$ cat src/rtl/ilace_seq_pkg.sv
package ilace_seq_pkg;
  typedef enum logic [1:0] {
    SRC_HOLD  = 2'd0,
    SRC_HOST  = 2'd1,
    SRC_SAVED = 2'd2,
    SRC_CLEAR = 2'd3
  } addr_src_e;
endpackage

$ cat src/rtl/ilace_cfg_reg.sv
module ilace_cfg_reg #(
  parameter int unsigned ROW_W = 12
) (
  input  logic             clk_i,
  input  logic             rst_ni,
  input  logic             setup_i,
  input  logic             ilace_i,
  input  logic             vs_neg_i,
  input  logic [ROW_W-1:0] vis_i,
  input  logic [ROW_W-1:0] tot_i,
  input  logic [ROW_W-1:0] vss_i,
  input  logic [ROW_W-1:0] vse_i,
  output logic             ilace_o,
  output logic             vs_neg_o,
  output logic [ROW_W-1:0] vis_o,
  output logic [ROW_W-1:0] tot_o,
  output logic [ROW_W-1:0] vss_o,
  output logic [ROW_W-1:0] vse_o
);
  always_ff @(posedge clk_i or negedge rst_ni) begin
    if (!rst_ni) begin
      ilace_o  <= 1'b0;
      vs_neg_o <= 1'b0;
      vis_o    <= '0;
      tot_o    <= '0;
      vss_o    <= '0;
      vse_o    <= '0;
    end else if (setup_i) begin
      ilace_o  <= ilace_i;
      vs_neg_o <= vs_neg_i;
      vis_o    <= vis_i;
      tot_o    <= tot_i;
      vss_o    <= vss_i;
      vse_o    <= vse_i;
    end
  end
endmodule

$ cat src/rtl/ilace_timing_calc.sv
module ilace_timing_calc #(
  parameter int unsigned ROW_W = 12
) (
  input  logic             ilace_i,
  input  logic             vs_neg_i,
  input  logic             lower_i,
  input  logic [ROW_W-1:0] vis_i,
  input  logic [ROW_W-1:0] tot_i,
  input  logic [ROW_W-1:0] vss_i,
  input  logic [ROW_W-1:0] vse_i,
  output logic [ROW_W-1:0] vis_m1_o,
  output logic [ROW_W-1:0] sync_m1_o,
  output logic [ROW_W-1:0] bp_m1_o,
  output logic [ROW_W-1:0] fp_m1_o,
  output logic             vbp_en_o,
  output logic             vfp_en_o,
  output logic             vsync_en_o,
  output logic             vsync_pol_o
);
  localparam int unsigned EW = ROW_W + 2;
  typedef logic signed [EW-1:0] ext_t;
  localparam ext_t K0 = ext_t'(0);
  localparam ext_t K1 = ext_t'(1);
  localparam ext_t K2 = ext_t'(2);
  localparam ext_t K4 = ext_t'(4);
  localparam logic [ROW_W-1:0] ONE = ROW_W'(1);

  ext_t vis_x, tot_x, vss_x;
  ext_t vact, vtot0, fp0, vbp;

  // per-field arithmetic in a widened signed domain
  always_comb begin
    vis_x = ext_t'(vis_i);
    tot_x = ext_t'(tot_i);
    vss_x = ext_t'(vss_i);
    vact  = vis_x >>> 1;
    vtot0 = tot_x >>> 1;
    fp0   = (vss_x >= vis_x + K4) ? ((vss_x - vis_x - K2) >>> 1) : K1;
    vbp   = vtot0 - vact - fp0;
    if (vbp < K0) vbp = K0;
  end

  always_comb begin
    if (ilace_i) begin
      vis_m1_o    = ROW_W'(vact - K1);
      sync_m1_o   = ROW_W'(vtot0 - K2);
      bp_m1_o     = ROW_W'(vbp - K1);
      fp_m1_o     = ROW_W'(fp0 - K1 + ext_t'(lower_i));
      vbp_en_o    = vbp > K0;
      vfp_en_o    = 1'b1;
      vsync_en_o  = 1'b1;
      vsync_pol_o = 1'b0;
    end else begin
      vis_m1_o    = vis_i - ONE;
      sync_m1_o   = vse_i - vss_i - ONE;
      bp_m1_o     = tot_i - vss_i - ONE;
      fp_m1_o     = vss_i - vis_i - ONE;
      vbp_en_o    = tot_i != vss_i;
      vfp_en_o    = vss_i != vis_i;
      vsync_en_o  = vse_i != vss_i;
      vsync_pol_o = vs_neg_i;
    end
  end
endmodule

$ cat src/rtl/ilace_field_ctrl.sv
module ilace_field_ctrl
  import ilace_seq_pkg::*;
#(
  parameter int unsigned ADDR_W   = 32,
  parameter int unsigned STRIDE_W = 16
) (
  input  logic                clk_i,
  input  logic                rst_ni,
  input  logic                setup_i,
  input  logic                stop_i,
  input  logic                ilace_i,
  input  logic                upd_i,
  input  logic [ADDR_W-1:0]   addr_i,
  input  logic [STRIDE_W-1:0] stride_i,
  input  logic                match_i,
  output logic                lower_o,
  output logic [ADDR_W-1:0]   base_addr_o,
  output logic [STRIDE_W:0]   stride_o,
  output logic                addr_wr_o
);
  logic                toggle, lower_n;
  logic [ADDR_W-1:0]   saved_addr;
  logic [STRIDE_W-1:0] saved_stride;
  addr_src_e           src;

  assign toggle  = match_i && ilace_i && !setup_i;
  assign lower_n = setup_i ? 1'b0 : (lower_o ^ toggle);

  // setup > stop > host update > saved re-issue
  always_comb begin
    if (setup_i || stop_i)                 src = SRC_CLEAR;
    else if (upd_i)                        src = SRC_HOST;
    else if (toggle && saved_addr != '0)   src = SRC_SAVED;
    else                                   src = SRC_HOLD;
  end

  always_ff @(posedge clk_i or negedge rst_ni) begin
    if (!rst_ni) begin
      lower_o      <= 1'b0;
      saved_addr   <= '0;
      saved_stride <= '0;
      base_addr_o  <= '0;
      stride_o     <= '0;
      addr_wr_o    <= 1'b0;
    end else begin
      lower_o   <= lower_n;
      addr_wr_o <= 1'b0;
      case (src)
        SRC_CLEAR: saved_addr <= '0;
        SRC_HOST: begin
          saved_addr   <= addr_i;
          saved_stride <= stride_i;
          base_addr_o  <= (ilace_i && lower_n) ? addr_i + ADDR_W'(stride_i) : addr_i;
          stride_o     <= ilace_i ? {stride_i, 1'b0} : {1'b0, stride_i};
          addr_wr_o    <= 1'b1;
        end
        SRC_SAVED: begin
          base_addr_o <= lower_n ? saved_addr + ADDR_W'(saved_stride) : saved_addr;
          addr_wr_o   <= 1'b1;
        end
        default: ;
      endcase
    end
  end


  flag_toggle_chk: assert property (@(posedge clk_i) disable iff (!rst_ni)
    (match_i && ilace_i && !setup_i) |=> (lower_o != $past(lower_o)));

  prog_flag_hold_chk: assert property (@(posedge clk_i) disable iff (!rst_ni)
    (!ilace_i && !setup_i) |=> $stable(lower_o));

  setup_clr_chk: assert property (@(posedge clk_i) disable iff (!rst_ni)
    setup_i |=> (!lower_o && !addr_wr_o));

  no_spurious_wr_chk: assert property (@(posedge clk_i) disable iff (!rst_ni)
    (!upd_i && !match_i) |=> !addr_wr_o);

  stop_no_wr_chk: assert property (@(posedge clk_i) disable iff (!rst_ni)
    stop_i |=> !addr_wr_o);

  stride_dbl_chk: assert property (@(posedge clk_i) disable iff (!rst_ni)
    (upd_i && ilace_i && !setup_i && !stop_i) |=> (stride_o == {$past(stride_i), 1'b0}));
endmodule

$ cat src/rtl/ilace_field_seq.sv
module ilace_field_seq #(
  parameter int unsigned ROW_W      = 12,
  parameter int unsigned ADDR_W     = 32,
  parameter int unsigned STRIDE_W   = 16,
  parameter int unsigned MATCH_LINE = 32
) (
  input  logic                clk_i,
  input  logic                rst_ni,
  input  logic                setup_i,
  input  logic                ilace_i,
  input  logic                vs_neg_i,
  input  logic [ROW_W-1:0]    vis_rows_i,
  input  logic [ROW_W-1:0]    tot_rows_i,
  input  logic [ROW_W-1:0]    vs_start_i,
  input  logic [ROW_W-1:0]    vs_end_i,
  input  logic                stop_i,
  input  logic                upd_i,
  input  logic [ADDR_W-1:0]   addr_i,
  input  logic [STRIDE_W-1:0] stride_i,
  input  logic                line_match_i,
  output logic [ROW_W-1:0]    vis_m1_o,
  output logic [ROW_W-1:0]    sync_m1_o,
  output logic [ROW_W-1:0]    bp_m1_o,
  output logic [ROW_W-1:0]    fp_m1_o,
  output logic                vbp_en_o,
  output logic                vfp_en_o,
  output logic                vsync_en_o,
  output logic                vsync_pol_o,
  output logic                match_en_o,
  output logic [ROW_W-1:0]    match_line_o,
  output logic                lower_field_o,
  output logic [ADDR_W-1:0]   base_addr_o,
  output logic [STRIDE_W:0]   stride_o,
  output logic                addr_wr_o
);
  logic             cfg_ilace, cfg_neg;
  logic [ROW_W-1:0] cfg_vis, cfg_tot, cfg_vss, cfg_vse;

  ilace_cfg_reg #(.ROW_W(ROW_W)) u_cfg (
    .clk_i    (clk_i),
    .rst_ni   (rst_ni),
    .setup_i  (setup_i),
    .ilace_i  (ilace_i),
    .vs_neg_i (vs_neg_i),
    .vis_i    (vis_rows_i),
    .tot_i    (tot_rows_i),
    .vss_i    (vs_start_i),
    .vse_i    (vs_end_i),
    .ilace_o  (cfg_ilace),
    .vs_neg_o (cfg_neg),
    .vis_o    (cfg_vis),
    .tot_o    (cfg_tot),
    .vss_o    (cfg_vss),
    .vse_o    (cfg_vse)
  );

  ilace_field_ctrl #(.ADDR_W(ADDR_W), .STRIDE_W(STRIDE_W)) u_ctrl (
    .clk_i       (clk_i),
    .rst_ni      (rst_ni),
    .setup_i     (setup_i),
    .stop_i      (stop_i),
    .ilace_i     (cfg_ilace),
    .upd_i       (upd_i),
    .addr_i      (addr_i),
    .stride_i    (stride_i),
    .match_i     (line_match_i),
    .lower_o     (lower_field_o),
    .base_addr_o (base_addr_o),
    .stride_o    (stride_o),
    .addr_wr_o   (addr_wr_o)
  );

  ilace_timing_calc #(.ROW_W(ROW_W)) u_calc (
    .ilace_i     (cfg_ilace),
    .vs_neg_i    (cfg_neg),
    .lower_i     (lower_field_o),
    .vis_i       (cfg_vis),
    .tot_i       (cfg_tot),
    .vss_i       (cfg_vss),
    .vse_i       (cfg_vse),
    .vis_m1_o    (vis_m1_o),
    .sync_m1_o   (sync_m1_o),
    .bp_m1_o     (bp_m1_o),
    .fp_m1_o     (fp_m1_o),
    .vbp_en_o    (vbp_en_o),
    .vfp_en_o    (vfp_en_o),
    .vsync_en_o  (vsync_en_o),
    .vsync_pol_o (vsync_pol_o)
  );

  assign match_en_o   = cfg_ilace;
  assign match_line_o = ROW_W'(MATCH_LINE);


  ilace_ctl_chk: assert property (@(posedge clk_i) disable iff (!rst_ni)
    cfg_ilace |-> (vfp_en_o && vsync_en_o && !vsync_pol_o));

  fp_step_chk: assert property (@(posedge clk_i) disable iff (!rst_ni)
    ($rose(lower_field_o) && cfg_ilace) |-> (fp_m1_o == $past(fp_m1_o) + ROW_W'(1)));
endmodule

$ cat config.mk
export PLATFORM = sky130hd
export DESIGN_NAME = ilace_field_seq
export DESIGN_NICKNAME = d
export VERILOG_FILES = /design/src/rtl/ilace_seq_pkg.sv /design/src/rtl/ilace_cfg_reg.sv /design/src/rtl/ilace_timing_calc.sv /design/src/rtl/ilace_field_ctrl.sv /design/src/rtl/ilace_field_seq.sv
export SDC_FILE = /design/constraint.sdc
export NUM_CORES = 1
export LEC_CHECK = 0
export BUFFER_PORTS_ARGS = -buffer_cell sky130_fd_sc_hd__buf_2
export CORE_AREA = 10 10 140 194
export CTS_CLUSTER_SIZE = 8
export DETAILED_ROUTE_END_ITERATION = 6
export DIE_AREA = 0 0 150 204
export PLACE_DENSITY = 0.82
export SYNTH_ARGS = -nofsm -noshare
export SYNTH_HDL_FRONTEND = slang
export SYNTH_SLANG_ARGS = --single-unit
$ cat constraint.sdc
create_clock -name clk_i -period 7.5 [get_ports clk_i]
set_input_delay 0.75 -clock clk_i [delete_from_list [all_inputs] [get_ports clk_i]]
set_output_delay 0.75 -clock clk_i [all_outputs]
set_load 0.005 [all_outputs]
# [Yosys cells after proc, flatten, opt, wreduce, memory -nomap -nowiden]
# Index checks and enable logic that the tools add are counted.
[totals] register_bits=149 latch_bits=0 mem_bits_rw=0 rom_bits=0 inputBits=104 output_inout_bits=116 n_memories=0
[op_classes] addsub=19 multipliers=0 div_mod_pow=0 n_lt_le_gt_ge=3 eq_ne=6 shifts=0 muxes=20 n_bitwise=1 n_reduce_logical=10
[ops] cell="one-hot mux 32 bit (2 select lines)" n=2
[ops] cell="adder 32 x 16 -> 32 bit" n=2
[ops] cell="2-to-1 mux 32 bit" n=2
[ops] cell="2-to-1 mux 12 bit" n=4
[ops] cell="subtractor 12 x 1 -> 12 bit, second input constant" n=4
[ops] cell="inequality test 12 bit" n=3
[ops] cell="subtractor 12 bit" n=3
[ops] cell="nonzero test 32 bit" n=1
[ops] cell="2-to-1 mux 14 bit" n=2
[ops] cell="subtractor 12 x 2 -> 12 bit, second input constant" n=2
[ops] cell="2-to-1 mux 17 bit" n=1
[ops] cell=">= comparator 13 x 14 -> 1 bit" n=1
[ops] cell="greater-than comparator 14 x 1 -> 1 bit, second input constant" n=1
[ops] cell="< comparator 14 x 1 -> 1 bit, second input constant" n=1
[ops] cell="subtractor 12 x 14 -> 14 bit" n=1
[ops] cell="subtractor 14 x 3 -> 14 bit, second input constant" n=1
[ops] cell="adder 12 x 3 -> 13 bit, second input constant" n=1
[ops] cell="subtractor 12 x 12 -> 13 bit" n=1
[ops] cell="adder 12 x 2 -> 12 bit" n=1
[ops] cell="subtractor 11 x 1 -> 12 bit, second input constant" n=1
[ops] cell="subtractor 11 x 11 -> 12 bit" n=1
[ops] cell="subtractor 11 x 2 -> 12 bit, second input constant" n=1
[ops] cell="2-to-1 mux 1 bit" n=6
[ops] cell="2-to-1 mux 2 bit" n=3
[ops] cell="other kinds (8)" n=13

# [Logic depth before layout (Yosys ltp)]
[depth] ltp_word=9 ltp_mapped=28 depth_no_buf=26

# [Modules after synthesis]
# From an unflattened synthesis, not the netlist that was laid out.
[unflattened] hier_cells=1591 area_unflattened_um2=13783.2
[by_module_without_submodules] module="ilace_field_ctrl" instances=1 cells_per_inst=736 area_per_inst_um2=6570.1 seq_area_each_um2=2477.4
[by_module_without_submodules] module="ilace_timing_calc" instances=1 cells_per_inst=735 area_per_inst_um2=5002.3 seq_area_each_um2=0.0
[by_module_without_submodules] module="ilace_cfg_reg" instances=1 cells_per_inst=106 area_per_inst_um2=2113.3 seq_area_each_um2=1251.2
[by_module_without_submodules] module="ilace_field_seq" instances=1 cells_per_inst=14 area_per_inst_um2=97.6 seq_area_each_um2=0.0

# [Worst setup path after synthesis]
# OpenSTA, ideal clock, no wires.
[synth_timing] path_type="register to output" startpoint="register u_cfg.vis_o[4]" endpoint="output port bp_m1_o[6]" arrival_time_ns=5.316 t_required_ns=6.750 setup_slack_ns=1.434 stages_incl_launch_ff=24 path_buffers=4 path_cell_list="dfrtp_1 -> clkbuf_1 -> inv_1 -> ha_1 -> buf_6 -> a21o_4 -> or3_4 -> a2111oi_4 -> and2_1 -> o21ai_0 -> ha_1 -> nand2_1 -> o21bai_1 -> o2111ai_1 -> a32o_1 -> a31oi_1 -> clkbuf_1 -> nand2b_1 -> ha_1 -> clkbuf_1 -> nand2_1 -> mux2i_1 -> a211o_1 -> o21ai_0"
[synth_between] elab_chain_cells=8 elab_cells_between_ends=11 cone_classes="6 x add/sub; 2 x order compare; 3 x mux"
[synth_lines] element="start: declaration" line_no="ilace_cfg_reg.sv:15" rtl="output logic [ROW_W-1:0] vis_o,"
[synth_lines] element="start signal: assignment" line_no="ilace_cfg_reg.sv:31" rtl="vis_o <= vis_i;"
[synth_lines] element="subtractor 12 x 12 -> 13 bit / adder 12 x 3 -> 13 bit (equally long branches)" line_no="ilace_timing_calc.sv:38" rtl="fp0 = (vss_x >= vis_x + K4) ? ((vss_x - vis_x - K2) >>> 1) : K1;"
[synth_lines] element="subtractor 14 x 3 -> 14 bit / >= comparator 13 x 14 -> 1 bit (equally long branches)" line_no="ilace_timing_calc.sv:38"
[synth_lines] element="2-to-1 mux 14 bit" line_no="ilace_timing_calc.sv:38"
[synth_lines] element="subtractor 12 x 14 -> 14 bit *" line_no="ilace_timing_calc.sv:39" rtl="vbp = vtot0 - vact - fp0;"
[synth_lines] element="< comparator 14 x 1 -> 1 bit" line_no="ilace_timing_calc.sv:40" rtl="if (vbp < K0) vbp = K0;"
[synth_lines] element="2-to-1 mux 14 bit *" line_no="ilace_timing_calc.sv:40"
[synth_lines] element="subtractor 12 x 2 -> 12 bit *" line_no="ilace_timing_calc.sv:47" rtl="bp_m1_o = ROW_W'(vbp - K1);"
[synth_lines] element="2-to-1 mux 12 bit *" line_no="ilace_timing_calc.sv:44" rtl="if (ilace_i) begin"
[synth_lines] element="end: declaration" line_no="ilace_field_seq.sv:23" rtl="output logic [ROW_W-1:0] bp_m1_o,"
# Mark *: on every way between the ends. The rest lies on a longest branch, timed or not.

# [Worst setup path in the final report]
[layout_timing] startpoint="register u_cfg.vis_o[2]" endpoint="output port bp_m1_o[10]"
# Same word-level chain as after synthesis.

==> results.cfg <==
[setup_path]
crit_end = bp_m1_o[10]
crit_chain = inv_1, nor3_1, nand3_1, xnor2_1, ha_1, a2111oi_0, o21ai_0, o21ai_0, nor2_1, a21oi_1, nor2_1, inv_1, ha_1, fa_1, nand2b_1, a21oi_2, o211a_1, nor4_1, nor2_1, or4_4, or4_1, a41o_1, o21ai_2, buf_2
worstReg2RegStart = u_ctrl.saved_addr[24]
crit_top_cell = nor2_1
path_delay_family = simple AND/OR/NAND/NOR gates
reg2reg_to = u_ctrl.base_addr_o[21]
crit_required_ns = 6.75
reg2regPathDepth = 12
worstSetupPathType = flip-flop to output port
crit_path_top_delay_cell = or4_4
max_stage_delay_ns = 0.56
startpoint = u_cfg.vis_o[2]
cp_data_arrival_time_ns = 6.18
path_max_fanout = 7
worst-path-stages = 24
crit_path_end_kind = output port
crit_buf_inv = 3
rrSetupSlack_ns = 3.75
startpoint_type = flip-flop

[sta]
fin_crit_ns = 6.93
max_freq_ghz = 0.144
setup_viol = 0
finalHoldViolCount = 0
setup_slack_ns = 0.573
worst_pin_slew_ns = 1.01
fin_setup_tns_ns = 0
min_period_over_period = 0.924
slew_headroom = 0.327
finalClockSkew_ns = 0.00999
rsz0062_at_grt = no
finalMaxSlewViolations = 0

[synthesis]
ys_types = 103
synth_top_area_share = 0.272
synth_common_cells = 224 x nand2_1, 153 x o21ai_0, 149 x dfrtp_1
async_flop_share = 1.00
yosysTopAreaCell = dfrtp_1
yosys_warnings = 0
yosysSeqAreaShare = 0.272
synthFlopType = dfrtp_1
synth.most_common_cell = nand2_1
synth_cells = 1697
synthTopCellsByArea = dfrtp_1 27%, ha_1 10%, nand2_1 6.1%, o21ai_0 5.6%, xnor2_1 5.0%
synth_edf_count = 0
netlist_area_sq_mm = 0.0137
synth_seq_cells = 149
avgSynthCellArea_sq_um = 8.08

[outcome]
status = completed

[routing]
drc = 0
routed_wl_mm = 45.8
vias = 13824
vias_per_cell = 6.33
routedWlPerCell_um = 21.0
drtIter0Drc = 1130
ant_nets = 0
drt_first_pass_iters = 6

[cts]
insertion_delay_ns = 0.44
cts_tree = built
clkTransAtPathRegs_ns = 0.06
post_cts_buffers = 0
h-tree-depth = 4
post_cts_resized = 0
cts_buffers = 17
clock_sinks = 149
clockRootBuffer = clkbuf_16
clockBufferDepth = 2
postCtsHoldBufs = 0

[floorplanning]
ioPinCount = 220
core_sq_mm = 0.0236
die_w_um = 150
start_util = 0.580
die_y_um = 204
dieArea_sq_mm = 0.0306
fp-row-count = 67

[global_route]
antenna_found_initial = 0
grt_pass1_vias = 13676
overflow = 0
grt_max_degree = 82
grtUsageTotal = 0.295
grt_pass1_wl_mm = 71.9

[layout]
layout-drive-gt1-share = 0.178
antennaDiodeCount = 0
nNetsFinal = 2084
area_growth_pct = 13.2
nFillCells = 2073
seq_area_sq_mm = 0.00373
multi_input_area_sq_mm = 0.00931

[job]
max_cap_viol_count = 0

[power]
vdd_ir_drop_max_uv = 190
p_leak_nw = 6.94
fin_total_pwr_w = 0.00395
power_density_mw_per_mm2 = 255

[placed_design]
place_ws_ns = 0.981
port_buffers = 207
gp_congestion = 1.01
dpl.hpwl_mm = 35.0

[min_path]
hold_path.class = input port to async pin
## registers in the layout, summed over array words and instances, names as in the netlist
signal and count:
u_ctrl.saved_addr 32, u_cfg.tot_o 12, u_cfg.vss_o 12, u_ctrl.addr_wr_o 1
u_ctrl.saved_stride 16, u_ctrl.base_addr_o 32, u_cfg.vs_neg_o 1, u_cfg.vis_o 12
u_ctrl.stride_o 17, u_cfg.ilace_o 1, u_cfg.vse_o 12, u_ctrl.lower_o 1
## through the flow
stage,instance area (sq um),std cells,utilization,hold slack [ns]
2_1_floorplan,13700,1707,-,0.454
3_3_place_gp,14900,2153,0.630,0.474
3_5_place_dp,14900,2153,0.630,0.475
4_1_cts,15500,2185,0.656,0.354
5_1_grt,15500,2185,0.656,0.375
6_report,15500,2185,0.656,0.311
## report_power, final
group          internal (W)  leakage [nW]  switching (W)
Combinational      0.000827          4.85        0.00121
Sequential         0.000910          1.80       0.000105
Clock              0.000542         0.290       0.000365
Total               0.00228          6.94        0.00168
## per-layer routing
metal | vias up | part of all wire | wire [um] | GRT usage
met5 | - | 0 | 0 | 0
met1 | 6577 | 0.36 | 16400 | 0.320
met3 | 162 | 0.074 | 3380 | 0.0499
met2 | 681 | 0.51 | 23500 | 0.528
met4 | 0 | 0.056 | 2590 | 0.170
li1 | 6404 | - | - | -
## worst register-to-register path, delay by kind of cell (launching register included)
kind / cells / cell delay [ns]
buffers and inverters: 2 / 0.47
DFF: 1 / 0.46
AOI/OAI and AO/OA: 3 / 0.45
muxes: 1 / 0.14
adders and majority gates: 1 / 0.64
and+or+nand+nor: 5 / 1.50
## how the worst min path moves through the flow
stage                                from                endpoint  slack, ns  cells past startpoint
detailed placement  u_ctrl.base_addr_o[4]   u_ctrl.base_addr_o[4]       0.48                      2
global placement    u_ctrl.base_addr_o[6]   u_ctrl.base_addr_o[6]       0.47                      2
floorplan                          rst_ni           u_cfg.ilace_o       0.45                      0
CTS                                rst_ni   u_ctrl.saved_addr[25]       0.35                      1
finish                             rst_ni  u_ctrl.base_addr_o[19]       0.31                      1
global route                       rst_ni  u_ctrl.base_addr_o[21]       0.37                      1
## cells in the final DEF (no fill, tap or decap), drive strengths merged, types with 44 or more instances in the layout
| cell type | instances |
|---|---|
| a21oi | 106 |
| buf | 219 |
| o21ai | 163 |
| nor2 | 130 |
| xnor2 | 80 |
| inv | 92 |
| nand2 | 225 |
| dfrtp | 149 |
| ha | 110 |
| nor3 | 44 |
## layout make-up
cell class              count  area share
clock buffers              21      0.0297
clock inverters            11     0.00959
inverters                  93      0.0226
multi-input cells        1382       0.600
flip-flops and latches    149       0.241
well taps                 310      0.0250
repair buffers            219      0.0730
## cells by family (layout without fill, tap and decap cells)
group / after synthesis / after routing / share of synthesized area
buf+inv: 176 / 344 / 0.0538
xor+xnor: 123 / 123 / 0.0802
compound gates: 496 / 496 / 0.238
mux: 64 / 64 / 0.0504
other cells: 2 / 12 / 0.000548
fa+ha+maj: 118 / 118 / 0.112
flops: 149 / 149 / 0.272
simple gates: 569 / 569 / 0.193
Note: power is estimated with default switching activity, not from simulation.
